<file path="src/rtl/spec_oq_pkg.sv">
package spec_oq_pkg;
  parameter int unsigned DEF_DEPTH  = 2;
  parameter int unsigned DEF_DATA_W = 64;
endpackage

</file>
<file path="src/rtl/oq_store.sv">
module oq_store #(
  parameter int unsigned DATA_W = 64,
  parameter int unsigned DEPTH  = 2,
  localparam int unsigned PW    = $clog2(DEPTH)
) (
  input  logic              clk,
  input  logic              we,
  input  logic [PW-1:0]     waddr,
  input  logic [DATA_W-1:0] wdata,
  input  logic [PW-1:0]     raddr,
  output logic [DATA_W-1:0] rdata
);
  logic [DATA_W-1:0] mem [DEPTH];

  always_ff @(posedge clk) begin
    if (we) mem[waddr] <= wdata;
  end

  assign rdata = mem[raddr];
endmodule

</file>
<file path="src/rtl/oq_ctrl.sv">
module oq_ctrl #(
  parameter int unsigned DEPTH = 2,
  localparam int unsigned PW   = $clog2(DEPTH),
  localparam int unsigned CW   = $clog2(DEPTH + 1)
) (
  input  logic          clk,
  input  logic          rst,
  input  logic          wr_valid,
  input  logic          commit,
  input  logic          kill,
  input  logic          fifo_full,
  output logic          wr_en,
  output logic          wr_stall,
  output logic          q_full,
  output logic          drain,
  output logic [PW-1:0] wr_ptr,
  output logic [PW-1:0] rd_ptr,
  output logic [CW-1:0] occ,
  output logic [CW-1:0] cmt
);
  logic [CW-1:0] occ_q, cmt_q, cmt_mid, occ_mid;
  logic [PW-1:0] rd_q;
  logic          room, cadd;

  // committed entries form the oldest prefix; only the head may leave
  assign drain    = (cmt_q != '0) && !fifo_full;
  assign room     = (occ_q != CW'(DEPTH)) || drain;
  assign wr_en    = wr_valid && room && !kill;
  assign wr_stall = wr_valid && !room && !kill;
  assign q_full   = (occ_q == CW'(DEPTH));
  assign cadd     = commit && (cmt_q != occ_q);
  assign wr_ptr   = rd_q + occ_q[PW-1:0];
  assign rd_ptr   = rd_q;

  always_comb begin
    cmt_mid = cmt_q - CW'(drain) + CW'(cadd);
    occ_mid = kill ? cmt_mid : (occ_q - CW'(drain));
  end

  always_ff @(posedge clk) begin
    if (rst) begin
      occ_q <= '0;
      cmt_q <= '0;
      rd_q  <= '0;
    end else begin
      occ_q <= occ_mid + CW'(wr_en);
      cmt_q <= cmt_mid;
      if (drain) rd_q <= rd_q + PW'(1);
    end
  end

  assign occ = occ_q;
  assign cmt = cmt_q;
endmodule

</file>
<file path="src/rtl/oq_drain.sv">
module oq_drain #(
  parameter int unsigned DATA_W = 64
) (
  input  logic              clk,
  input  logic              rst,
  input  logic              drain,
  input  logic [DATA_W-1:0] head_data,
  output logic              fifo_push,
  output logic [DATA_W-1:0] fifo_data
);
  always_ff @(posedge clk) begin
    if (rst) fifo_push <= 1'b0;
    else     fifo_push <= drain;
  end

  always_ff @(posedge clk) begin
    if (drain) fifo_data <= head_data;
  end
endmodule

</file>
<file path="src/rtl/spec_oq_buf.sv">
module spec_oq_buf #(
  parameter int unsigned DATA_W = spec_oq_pkg::DEF_DATA_W,
  parameter int unsigned DEPTH  = spec_oq_pkg::DEF_DEPTH,
  localparam int unsigned PW    = $clog2(DEPTH),
  localparam int unsigned CW    = $clog2(DEPTH + 1)
) (
  input  logic              clk,
  input  logic              rst,
  input  logic              wr_valid,
  input  logic [DATA_W-1:0] wr_data,
  output logic              wr_stall,
  output logic              q_full,
  input  logic              commit,
  input  logic              kill,
  input  logic              fifo_full,
  output logic              fifo_push,
  output logic [DATA_W-1:0] fifo_data
);
  logic              wr_en, drain;
  logic [PW-1:0]     wr_ptr, rd_ptr;
  logic [CW-1:0]     occ, cmt;
  logic [DATA_W-1:0] head_data;

  oq_ctrl #(.DEPTH(DEPTH)) ctrl_i (
    .clk(clk), .rst(rst), .wr_valid(wr_valid), .commit(commit), .kill(kill),
    .fifo_full(fifo_full), .wr_en(wr_en), .wr_stall(wr_stall), .q_full(q_full),
    .drain(drain), .wr_ptr(wr_ptr), .rd_ptr(rd_ptr), .occ(occ), .cmt(cmt)
  );

  oq_store #(.DATA_W(DATA_W), .DEPTH(DEPTH)) store_i (
    .clk(clk), .we(wr_en), .waddr(wr_ptr), .wdata(wr_data),
    .raddr(rd_ptr), .rdata(head_data)
  );

  oq_drain #(.DATA_W(DATA_W)) drain_i (
    .clk(clk), .rst(rst), .drain(drain), .head_data(head_data),
    .fifo_push(fifo_push), .fifo_data(fifo_data)
  );
endmodule

</file>
<file path="config.mk">
export PLATFORM = sky130hd
export DESIGN_NAME = spec_oq_buf
export DESIGN_NICKNAME = d
export VERILOG_FILES = /design/src/rtl/spec_oq_pkg.sv /design/src/rtl/oq_store.sv /design/src/rtl/oq_ctrl.sv /design/src/rtl/oq_drain.sv /design/src/rtl/spec_oq_buf.sv
export SDC_FILE = /design/constraint.sdc
export NUM_CORES = 1
export LEC_CHECK = 0
export BUFFER_PORTS_ARGS = -buffer_cell sky130_fd_sc_hd__buf_2
export CAP_MARGIN = 10
export CORE_MARGIN = 2
export CORE_UTILIZATION = 30
export CTS_BUF_LIST = sky130_fd_sc_hd__clkbuf_4
export CTS_CLUSTER_SIZE = 16
export DETAILED_ROUTE_END_ITERATION = 6
export HOLD_SLACK_MARGIN = 0.02
export PLACE_DENSITY = 0.56
export RECOVER_POWER = 100
export SLEW_MARGIN = 20
export SYNTH_ARGS = -nofsm -noshare
export SYNTH_HDL_FRONTEND = slang
export SYNTH_HIERARCHICAL = 1
export SYNTH_SLANG_ARGS = --single-unit
</file>
<file path="constraint.sdc">
create_clock -name clk -period 5.24 [get_ports clk]
set_input_delay 0.262 -clock clk [delete_from_list [all_inputs] [get_ports clk]]
set_output_delay 0.262 -clock clk [all_outputs]
set_load 0.03 [all_outputs]
</file>
==> results of run 1 <==
worst max path at each step:
stage / from / endpoint
2_1_floorplan: ctrl_i/occ[0] / store_i/mem[0][0]
3_3_place_gp: ctrl_i/occ[0] / store_i/mem[0][18]
3_5_place_dp: ctrl_i/occ[0] / ctrl_i/occ[1]
4_1_cts: ctrl_i/occ[0] / ctrl_i/occ[1]
5_1_grt: ctrl_i/cmt[1] / ctrl_i/occ[1]
6_report: ctrl_i/cmt[1] / ctrl_i/occ[1]
stage by stage:
step                      power (mW)  instance area [µm²]  worst slack [ns]  utilization [%]
after global placement          3.30                 8330              2.41             34.4
after CTS                       4.31                 9340              2.74             38.6
after global routing            4.29                 8940              1.54             37.0
after detailed placement        3.35                 8350              2.77             34.5
after floorplan                 3.11                 7360             0.994                -
final                           4.06                 8940              1.98             37.0
layout make-up:
| cell class | instances | area, µm² |
|---|---|---|
| antenna | 1 | 2.50 |
| multi-input combinational | 113 | 1080 |
| clock buffer | 17 | 128 |
| tap | 324 | 405 |
| timing repair buffer | 205 | 1220 |
| fill | 2316 | 15200 |
| inverter | 2 | 8.76 |
| sequential | 198 | 5890 |
| clock inverter | 15 | 213 |
layout by cell type, fill, tap and decap left out, types with 4 or more instances in the layout:
cell,Yosys,layout
edfxtp_1,192,192
clkbuf_1,0,120
dlygate4sd3_1,0,65
mux2_1,0,57
clkbuf_4,0,17
buf_2,0,15
dfxtp_1,6,6
inv_6,0,5
nor2b_1,5,5
mux2_2,5,5
xnor2_1,5,5
nand2b_1,4,4
nand2_1,4,4
nor2_1,4,4
power by group through the flow:
stage | Clock (mW) | Combinational, mW | Sequential, mW
after floorplan | 0 | 0.679 | 2.43
after global placement | 0 | 1.04 | 2.26
after detailed placement | 0 | 1.08 | 2.27
after CTS | 0.963 | 1.12 | 2.23
after global routing | 1.02 | 1.01 | 2.26
final | 0.912 | 0.922 | 2.23
worst register-to-register path, delay by kind of cell, from the launching register on:
family,cells,cell delay [ns]
AO/OA/AOI/OAI,2,0.52
flip-flops,1,0.42
buffers and inverters,2,1.26
XOR/XNOR,1,0.47
AND/OR/NAND/NOR,2,0.31
adder cells (fa/ha/maj),1,0.21
layer usage:
layer,share of wire (%),wire [µm]
met1,44,5710
met2,50,6510
met5,0,0
met4,1.0,131
met3,5.0,647
sequential cells by signal (all words and copies together), names as in the netlist:
signal	count
drain_i/fifo_push	1
ctrl_i/cmt	2
ctrl_i/rd_ptr	1
drain_i/fifo_data	64
ctrl_i/occ	2
store_i/mem	128
cell families (layout without fill, tap and decap cells):
family                     Yosys count  count (layout)
muxes                               66              66
buffers and inverters               11             239
other                                0               1
and+or+nand+nor                     27              27
adders and majority gates            2               2
AOI/OAI and AO/OA                   12              12
xor gates and xnor gates             6               6
DFF                                198             198
==> metrics.md, run 1 <==
| Metric | Value |
|---|---|
| Hold_buf cts | 65 |
| Largest area contributor in the synthesized netlist | edfxtp_1 |
| Synth async-reset ratio | 0% |
| # H-tree levels | 4 |
| Post-Synth Simple-Gate Area | under 10% |
| Worst min path class | primary input to flip-flop |
| Reg2Reg Depth | 8 |
| PwrDens | roughly 450 nW/µm² |
| Reg clk slew, reported paths | between 0.15 and 0.2 ns |
| Synth Net Count | between 300 and 400 |
| Drt wl/cell | about 15 µm |
| CTS root buf | clkbuf_4 |
| Layout Skew | 0.0167 ns |
| Via density | 4.08 |
| Max VDD drop | ~0.00026 V |
| First-pass GRT wire length | about 20 mm |
| CTS tree | built |
| Vias in the first global route | between 3,000 and 4,000 |
| Synth warn | 6 |
| Number of max-cap violations | 2 |
| Relative slew slack | -24.5% |
| Height of the die | ~160 µm |
| Count of antenna-violating nets left after detailed routing | 0 |
| WP buf/inv | 2 |
| Largest net degree at the start of global routing | 70 |
| DRT Wirelength | between 10 and 15 mm |
| Hold depth | 5 |
| Clock power share | between 20 and 25% |
| CP endpoint kind | flip-flop |
| Crit path kind | flip-flop to flip-flop |
| Placed cell count | ~800 |
| Met2 layer usage reported by global route | approximately 18% |
| RR Startpoint | ctrl_i/cmt[1] |
| Synth top area share | 78.4% |
| I/O Buffers | around 140 |
| Synth unique cells | 34 |
| Violated checks | capacitance limit, slew limit |
| Fin. max-slew vios | ~140 |
| Cell Int Power | approximately 2.8 mW |
| Clock buffer depth | 2 |
| Status | finished with violations |
| Hold slack | around 0.25 ns |
| Endpoint of the worst hold path | ctrl_i/occ[0] |
| F_max | around 300 MHz |
| Post-Synth Adder-Cell Area | less than 1% |
| Sw power | 1.28 mW |
| Post-Syn Area per Cell | between 20 and 25 µm² |
| Post-Syn Instances | between 300 and 400 |
| Mux contribution to synthesized area | 13.1% |
| Die area | 25,800 µm² |
| Leak Pwr | about 2.9 nW |
| Tcrit/Tclk final | 62.2% |
| Switching part of the total | 31.6% |
| Die W | 161 µm |
| Post-route insts no fill | just under 900 |
| Fraction of final layout cells sized beyond drive strength 1 | 11.8% |
| Slew of the pin with the lowest slew margin | ~1.9 ns |
| Unrepaired setup endpoints after global routing | false |
| Final number of hold-violating endpoints | 0 |
| Worst R2R Setup Slack | 1.98 ns |
| Top Family by Delay on Critical Path | buffers and inverters |
| Data required time at the worst endpoint | 5.71 ns |
| Largest family of logic cells by synthesized area | multiplexers |
| Worst-path fanout max | 69 |
| Core area | about 24,000 µm² |
| GP Congestion | 0.734 |
| Compound-gate portion of the synthesized area | 1.26% |
| Most Used Layer, Global Route | met2 |
| CTS sink cnt | between 150 and 200 |
| Starting Density | 30.4% |
| Critical R2R Capture | ctrl_i/occ[1] |
| DR pass1 iterations | 4 |
| Number of I/O pins | between 100 and 150 |
| M3 GR Usage | ~3.6% |
| Detailed Route Iter0 Violations | 149 |
| Critical Path Slowest Stage Cell | clkbuf_2 |
| Placed wire-length estimate | 7.95 mm |
| Post-synth EDFFs | approximately 190 |
| Sequential-to-total area share from yosys stat | 80.0% |
| Largest cells by area after synthesis | edfxtp_1, mux2_4, buf_12 |
| Area growth syn-to-layout | 21.5% |
| Sequential power share | between 50% and 60% |
| Hold_sp | kill |
| Crit path largest cell delay | a little over 1 ns |
| CP Depth | 8 |
| Total CTS buffers | 17 |
| Post-synth top cells | edfxtp_1, mux2_4, buf_12, dfxtp_1 |
| Fin crit period | approximately 3.3 ns |
| GR Overflow Total | 0 |
| Rows | 57 |
| Startpoint types | flip-flop |
| Critical path arrival | 3.73 ns |
| Count leader, synth | edfxtp_1 |
| Routed via count | approximately 3,600 |
| Setup TNS | 0 ns |
| Met1 Use GR | roughly 12% |
| Post-route DRC | 0 |
| Post-CTS resize count | 0 |
| Gate power share | between 20% and 30% |
| Ys flop type | edfxtp_1 |
| Post-Synth XOR/XNOR Area | less than 1% |
| Critical path cell sequence | o21bai_1 -> clkinvlp_2 -> clkbuf_2 -> xnor2_1 -> o21ai_0 -> ha_1 -> nor3_1 -> nor3_2 |
| Post-CTS Setup Repair Bufs | 0 |
| Clock latency on the worst-skew pair | approximately 0.56 ns |
| Initial antenna violation count | 1 |
| Setup violations, final | 0 |
| Total GRT Usage | 10.3% |
| Yosys reg bits | around 200 |
| Cell Area, Synth | 7360 µm² |
| Final #Nets | approximately 610 |
Power figures use the tool's default switching activity.
==> inputs of run 2 (changes only) <==
--- a/config.mk
+++ b/config.mk
@@ -5,6 +5,7 @@
 export SDC_FILE = /design/constraint.sdc
 export NUM_CORES = 1
 export LEC_CHECK = 0
+export ABC_AREA = 1
 export BUFFER_PORTS_ARGS = -buffer_cell sky130_fd_sc_hd__buf_2
 export CAP_MARGIN = 10
 export CORE_MARGIN = 2
@@ -13,7 +14,7 @@
 export CTS_CLUSTER_SIZE = 16
 export DETAILED_ROUTE_END_ITERATION = 6
 export HOLD_SLACK_MARGIN = 0.02
-export PLACE_DENSITY = 0.56
+export PLACE_DENSITY = 0.57
 export RECOVER_POWER = 100
 export SLEW_MARGIN = 20
 export SYNTH_ARGS = -nofsm -noshare
==> constraint.sdc (replaced) <==
create_clock -name clk -period 3.3 [get_ports clk]
set_input_delay 0.165 -clock clk [delete_from_list [all_inputs] [get_ports clk]]
set_output_delay 0.165 -clock clk [all_outputs]
set_load 0.03 [all_outputs]
==> metrics.md, run 2 <==
| Metric | Value |
|---|---|
| Total CTS buffers | 17 (unchanged) |
| Starting Density | 30.2% (was 30.4%) |
| Unrepaired setup endpoints after global routing | false (unchanged) |
| Largest Register | store_i/mem (unchanged) |
| Tcrit/Tclk final | 76.7% (was 62.2%) |
| Fin. max-slew vios | 49 (was 135) |
| Post-Synth Adder-Cell Area | 0.356% (was 0.340%) |
| Post-Syn Area per Cell | 15.3 µm² (was 22.8 µm²) |
| Drt wl/cell | 13.1 µm (was 14.9 µm) |
| Synth top area share | 82.0% (was 78.4%) |
| CTS root buf | clkbuf_4 (unchanged) |
| Core area | 23,300 µm² (was 24,200 µm²) |
| Violated checks | capacitance limit, slew limit (unchanged) |
| Relative slew slack | -18.0% (was -24.5%) |
| Die area | 24,700 µm² (was 25,800 µm²) |
| Sequential-to-total area share from yosys stat | 83.7% (was 80.0%) |
| Clock buffer depth | 2 (unchanged) |
| Largest cells by area after synthesis | edfxtp_1, nand2_1, dfxtp_1 (was edfxtp_1, mux2_4, buf_12) |
| Post-CTS resize count | 0 (unchanged) |
| Post-route cell area | 8880 µm² (was 8940 µm²) |
| Die W | 157 µm (was 161 µm) |
| Post-Syn Instances | 460 (was 322) |
| Cell Area, Synth | 7030 µm² (was 7360 µm²) |
| # H-tree levels | 4 (unchanged) |
| Worst min path class | primary input to flip-flop (unchanged) |
| CTS tree | built (unchanged) |
| I/O Buffers | 136 (unchanged) |
| Final #Nets | 750 (was 609) |
| Via density | 3.97 (was 4.08) |
| Ys flop type | edfxtp_1 (unchanged) |
| Compound-gate portion of the synthesized area | 0.854% (was 1.26%) |
| Critical R2R Capture | store_i/mem[1][11] (was ctrl_i/occ[1]) |
| Largest net degree at the start of global routing | 49 (was 70) |
| Post-DP Area | 8080 µm² (was 8350 µm²) |
| Number of I/O pins | 137 (unchanged) |
| Data required time at the worst endpoint | 3.52 ns (was 5.71 ns) |
| Post-Synth XOR/XNOR Area | 0.249% (was 0.714%) |
| Clock latency on the worst-skew pair | 0.59 ns (was 0.56 ns) |
| Post-route DRC | 0 (unchanged) |
| Placed wire-length estimate | 8.01 mm (was 7.95 mm) |
| First-pass GRT wire length | 20.2 mm (was 20.1 mm) |
| Setup violations, final | 0 (unchanged) |
| Count of antenna-violating nets left after detailed routing | 0 (unchanged) |
| Layout Skew | 0.0283 ns (was 0.0167 ns) |
| CTS sink cnt | 198 (unchanged) |
| Number of flip-flops under the largest register name | 128 (unchanged) |
| Max VDD drop | 0.000245 V (was 0.000261 V) |
| # fillers | 2,280 (was 2,316) |
| Fin util | 38.2% (was 37.0%) |
| PwrDens | 713 nW/µm² (was 454 nW/µm²) |
| Biggest regs | store_i/mem x128, drain_i/fifo_data x64 (unchanged) |
| CP endpoint kind | flip-flop (unchanged) |
| Yosys reg bits | 198 (unchanged) |
| Commonest non-fill, non-tap cell in the layout | nand2_1 (was edfxtp_1) |
| Rows | 56 (was 57) |
| Synth unique cells | 21 (was 34) |
| Area growth syn-to-layout | 26.3% (was 21.5%) |
| Post-synth EDFFs | 192 (unchanged) |
| Most frequent cells in the layout | nand2_1, edfxtp_1, clkbuf_1, dlygate4sd3_1, buf_2 (was edfxtp_1, clkbuf_1, dlygate4sd3_1, mux2_1, clkbuf_4) |
| Synth Net Count | 532 (was 394) |
| Slew of the pin with the lowest slew margin | 1.77 ns (was 1.87 ns) |
| Reg2Reg Depth | 7 (was 8) |
| F_max | 395 MHz (was 307 MHz) |
| RR Startpoint | ctrl_i/cmt[1] (unchanged) |
| Post-Synth Simple-Gate Area | 12.2% (was 2.33%) |
| Total GRT Usage | 11.0% (was 10.3%) |
| Count leader, synth | nand2_1 (was edfxtp_1) |
| Fraction of final layout cells sized beyond drive strength 1 | 11.1% (was 11.8%) |
| Leak Pwr | 3.22 nW (was 2.87 nW) |
| Critical path arrival | 2.75 ns (was 3.73 ns) |
| Mux contribution to synthesized area | 0% (was 13.1%) |
| Synth async-reset ratio | 0% (unchanged) |
| Endpoint of the worst hold path | ctrl_i/occ[0] (unchanged) |
| Worst R2R Setup Slack | 0.77 ns (was 1.98 ns) |
| Vias in the first global route | 3,862 (was 3,817) |
| Hold depth | 6 (was 5) |
| Startpoint types | flip-flop (unchanged) |
| Synth warn | 6 (unchanged) |
| Final number of hold-violating endpoints | 0 (unchanged) |
| Largest area contributor in the synthesized netlist | edfxtp_1 (unchanged) |
| DR pass1 iterations | 6 (was 4) |
| Fin crit period | 2.53 ns (was 3.26 ns) |
| DRT Wirelength | 13.2 mm (was 13.0 mm) |
| Hold_sp | wr_valid (was kill) |
| Height of the die | 157 µm (was 161 µm) |
| Largest family of logic cells by synthesized area | simple AND/OR/NAND/NOR gates (was multiplexers) |
| Detailed Route Iter0 Violations | 205 (was 149) |
| GR Overflow Total | 0 (unchanged) |
| Crit path kind | flip-flop to flip-flop (unchanged) |
| Worst-path fanout max | 27 (was 69) |
| Number of max-cap violations | 1 (was 2) |
| Reg clk slew, reported paths | 0.18 ns (was 0.17 ns) |
| Status | finished with violations (unchanged) |
| Diodes inserted | 0 (was 1) |
| Post-synth top cells | nand2_1, edfxtp_1, inv_1 (was edfxtp_1, mux2_4, buf_12, dfxtp_1) |
| Routed via count | 4,006 (was 3,567) |
| Hold slack | 0.193 ns (was 0.245 ns) |
| GP Congestion | 0.693 (was 0.734) |
| Post-CTS Setup Repair Bufs | 0 (unchanged) |
| Initial antenna violation count | 0 (was 1) |
## run 2: cell types whose count changed in the layout (fill, tap and decap cells not counted), moves of 5 or more
cell / delta
clkbuf_1: -7
inv_1: +9
clkinv_4: +5
xnor2_1: -5
mux2_1: -57
buf_4: +5
mux2_2: -5
nor2b_1: -5
buf_2: +6
nand2_1: +203
## run 2: how the worst max path moves through the flow
stage | start | depth (start not counted) | endpoint | slack (ns)
5_1_grt | ctrl_i/cmt[1] | 7 | store_i/mem[1][11] | 0.54
3_3_place_gp | ctrl_i/cmt[1] | 9 | ctrl_i/occ[1] | 1.42
6_report | ctrl_i/cmt[1] | 7 | store_i/mem[1][11] | 0.77
3_5_place_dp | ctrl_i/cmt[1] | 9 | ctrl_i/occ[1] | 1.34
4_1_cts | ctrl_i/cmt[1] | 5 | wr_stall | 1.07
2_1_floorplan | ctrl_i/cmt[0] | 6 | store_i/mem[0][0] | -0.06
## run 2: where the power goes
group | total [mW] | internal (mW) | switching, mW
registers | 3.51 | 3.38 | 0.137
clock network | 1.31 | 0.411 | 0.896
logic | 1.51 | 0.360 | 1.15
total | 6.33 | 4.15 | 2.18
## run 2: layer usage
layer | up-vias | GRT usage [%] | wire length [µm]
met2 | 124 | 18.3 | 6590
met5 | - | 0 | 0
met1 | 1849 | 13.5 | 5610
li1 | 2017 | - | -
met4 | 0 | 4.76 | 187
met3 | 16 | 3.19 | 814
## run 2: per-stage QoR
stage | std cells | power [mW] | TNS (ns) | setup WS [ns]
2_1_floorplan | 460 | 4.67 | -3.79 | -0.0592
3_3_place_gp | 910 | 5.10 | 0 | 1.42
3_5_place_dp | 910 | 5.13 | 0 | 1.34
4_1_cts | 1010 | 6.50 | 0 | 1.07
5_1_grt | 1010 | 6.72 | 0 | 0.544
6_report | 1010 | 6.33 | 0 | 0.768
## run 2: cell type report
class	count	area, µm²	share of cell area, %
Sequential cell	198	5890	66.3
Timing Repair Buffer	213	1280	14.4
Multi-Input combinational cell	234	968	10.9
Tap cell	319	399	4.49
Clock inverter	15	161	1.82
Clock buffer	17	128	1.44
Inverter	14	57.6	0.648
## run 2: timing repair
item                                    4_1_cts  5_1_grt
endpoints found under the hold margin       134        0
hold buffers                                 68        0
endpoints found under the setup margin        0        0
## run 2: kinds of logic (layout without fill, tap and decap cells)
kind of cell,after synthesis,after routing
compound gates,9,9
xor+xnor,2,2
fa+ha+maj,2,2
buf+inv,28,259
flops,198,198
simple gates,221,221
## run 2: worst max-delay path: stages, from the launching register on
cell	delay, ns
dfxtp_1	0.39
inv_1	0.07
a21oi_1	0.31
clkinvlp_2	0.34
a21oi_4	0.24
nand2_1	0.11
clkinvlp_4	0.10
clkbuf_2	0.60
==> inputs of run 3 (changes only) <==
--- a/config.mk
+++ b/config.mk
@@ -14,7 +14,7 @@
 export CTS_CLUSTER_SIZE = 16
 export DETAILED_ROUTE_END_ITERATION = 6
 export HOLD_SLACK_MARGIN = 0.02
-export PLACE_DENSITY = 0.57
+export PLACE_DENSITY = 0.58
 export RECOVER_POWER = 100
 export SLEW_MARGIN = 20
 export SYNTH_ARGS = -nofsm -noshare
==> constraint.sdc (replaced) <==
create_clock -name clk -period 2.12 [get_ports clk]
set_input_delay 0.106 -clock clk [delete_from_list [all_inputs] [get_ports clk]]
set_output_delay 0.106 -clock clk [all_outputs]
set_load 0.03 [all_outputs]
==> metrics.md, run 3 (synthesis gave the netlist of run 2 again) <==
| Metric | Value |
|---|---|
| Status | finished, final reports clean (was finished with violations) |
| Relative slew slack | 45.8% (was -18.0%) |
| Reg clk slew, reported paths | 0.14 ns (was 0.18 ns) |
| Total CTS buffers | 17 (unchanged) |
| Layout Skew | 0.0159 ns (was 0.0283 ns) |
| CTS sink cnt | 198 (unchanged) |
| Number of max-cap violations | 0 (was 1) |
| Final #Nets | 749 (was 750) |
| Unrepaired setup endpoints after global routing | false (unchanged) |
| Setup WS pre-CTS | 0.214 ns (was 1.34 ns) |
| Diodes inserted | 0 (unchanged) |
| CP endpoint kind | flip-flop (unchanged) |
| # H-tree levels | 4 (unchanged) |
| Commonest non-fill, non-tap cell in the layout | nand2_1 (unchanged) |
| Worst Setup SP | ctrl_i/cmt[1] (unchanged) |
| Crit path kind | flip-flop to flip-flop (unchanged) |
| DRT Wirelength | 13.3 mm (was 13.2 mm) |
| Setup violations, final | 0 (unchanged) |
| Worst-path fanout max | 33 (was 27) |
| Leak Pwr | 3.24 nW (was 3.22 nW) |
| Core area | 23,300 µm² (unchanged) |
| Worst R2R Setup Slack | 0.13 ns (was 0.77 ns) |
| Fin crit period | 1.99 ns (was 2.53 ns) |
| Reg2Reg Depth | 7 (unchanged) |
| Height of the die | 157 µm (unchanged) |
| Clock latency on the worst-skew pair | 0.57 ns (was 0.59 ns) |
| Worst min path class | primary input to flip-flop (unchanged) |
| Max VDD drop | 0.000409 V (was 0.000245 V) |
| Number of flip-flops under the largest register name | 128 (unchanged) |
| Fin util | 38.5% (was 38.2%) |
| Placed wire-length estimate | 7.88 mm (was 8.01 mm) |
| Routed via count | 3,975 (was 4,006) |
| Critical path arrival | 2.20 ns (was 2.75 ns) |
| Starting Density | 30.2% (unchanged) |
| Hold_sp | wr_valid (unchanged) |
| Slew of the pin with the lowest slew margin | 0.813 ns (was 1.77 ns) |
| CTS tree | built (unchanged) |
| Detailed Route Iter0 Violations | 161 (was 205) |
| Clock buffer depth | 2 (unchanged) |
| Vias in the first global route | 3,801 (was 3,862) |
| Via density | 3.94 (was 3.97) |
| Count of antenna-violating nets left after detailed routing | 0 (unchanged) |
| Total Power | 10.1 mW (was 6.33 mW) |
| DR pass1 iterations | 4 (was 6) |
| Total GRT Usage | 11.1% (was 11.0%) |
| Die area | 24,700 µm² (unchanged) |
| Number of I/O pins | 137 (unchanged) |
| Die W | 157 µm (unchanged) |
| Post-CTS Setup Repair Bufs | 0 (unchanged) |
| Tcrit/Tclk final | 93.8% (was 76.7%) |
| Drt wl/cell | 13.1 µm (about the same) |
| Area growth syn-to-layout | 27.3% (was 26.3%) |
| Post-route setup slack | 0.132 ns (was 0.768 ns) |
| PwrDens | 1130 nW/µm² (was 713 nW/µm²) |
| Fraction of final layout cells sized beyond drive strength 1 | 11.0% (was 11.1%) |
| I/O Buffers | 136 (unchanged) |
| Final number of hold-violating endpoints | 0 (unchanged) |
| CTS root buf | clkbuf_4 (unchanged) |
| F_max | 503 MHz (was 395 MHz) |
| Initial antenna violation count | 0 (unchanged) |
| Data required time at the worst endpoint | 2.33 ns (was 3.52 ns) |
| First-pass GRT wire length | 20.1 mm (was 20.2 mm) |
| GP Congestion | 0.709 (was 0.693) |
| Placed cell count | 909 (was 910) |
| Rows | 56 (unchanged) |
| Post-route DRC | 0 (unchanged) |
| Critical R2R Capture | store_i/mem[0][62] (was store_i/mem[1][11]) |
| Largest Register | store_i/mem (unchanged) |
| Post-route insts no fill | 1,009 (was 1,010) |
| Fin. max-slew vios | 0 (was 49) |
| Worst setup endpoint | store_i/mem[0][62] (was store_i/mem[1][11]) |
| RR Startpoint | ctrl_i/cmt[1] (unchanged) |
| Largest net degree at the start of global routing | 67 (was 49) |
| Startpoint types | flip-flop (unchanged) |
| Biggest regs | store_i/mem x128, drain_i/fifo_data x64 (unchanged) |
| GR Overflow Total | 0 (unchanged) |
| Most frequent cells in the layout | nand2_1, edfxtp_1, clkbuf_1, dlygate4sd3_1, clkbuf_4 (was nand2_1, edfxtp_1, clkbuf_1, dlygate4sd3_1, buf_2) |
-- run 3: repair_timing --
| action | in CTS | in global routing |
|---|---|---|
| setup endpoints to repair | 1 | 0 |
| hold buffers | 68 | 0 |
| hold endpoints to repair | 134 | 0 |
| gates resized for setup | 4 | 0 |
-- run 3: routing by layer --
metal	routed length, µm	up-vias	global-route usage, %
met5	0	-	0
met4	249	0	4.11
met3	676	19	3.69
met2	6720	99	19.3
met1	5600	1841	12.6
li1	-	2016	-
-- run 3: per-stage QoR --
step / instance area, µm² / TNS, ns / hold WS [ns]
floorplan: 7060 / -143.39 / 0.168
global placement: 8130 / 0 / 0.294
detailed placement: 8130 / 0 / 0.297
CTS: 9170 / 0 / 0.108
global route: 8950 / 0 / 0.168
finish: 8950 / 0 / 0.186
-- run 3: worst min path at each step --
stage | slack [ns] | cells after the start | end
finish | 0.19 | 6 | ctrl_i/occ[0]
global route | 0.17 | 2 | store_i/mem[1][7]
CTS | 0.11 | 6 | ctrl_i/occ[0]
detailed placement | 0.30 | 1 | store_i/mem[0][15]
global placement | 0.29 | 1 | store_i/mem[1][15]
floorplan | 0.17 | 1 | ctrl_i/cmt[1]
-- run 3: worst max-delay path, cell delays in order, from the launching register on --
cell and delay [ns]:
dfxtp_2 0.38, inv_2 0.06, a21oi_4 0.25, inv_4 0.08, a21oi_2 0.21, inv_2 0.07
nor2_4 0.11, clkbuf_4 0.47
-- run 3: area by class of cell --
class,count,area (µm²)
well taps,319,399
clock buffers,19,143
multi-input cells,234,978
inverters,14,56.3
clock inverters,13,194
repair buffers,212,1290
flip-flops and latches,198,5890
fillers,2256,14300
-- run 3: power by group --
| group | internal, mW | total [mW] | switching (mW) | leakage (nW) |
|---|---|---|---|---|
| combinational | 0.587 | 2.41 | 1.82 | 1.24 |
| clock | 0.988 | 2.25 | 1.27 | 0.184 |
| sequential | 5.25 | 5.46 | 0.206 | 1.81 |
| total | 6.83 | 10.1 | 3.29 | 3.24 |
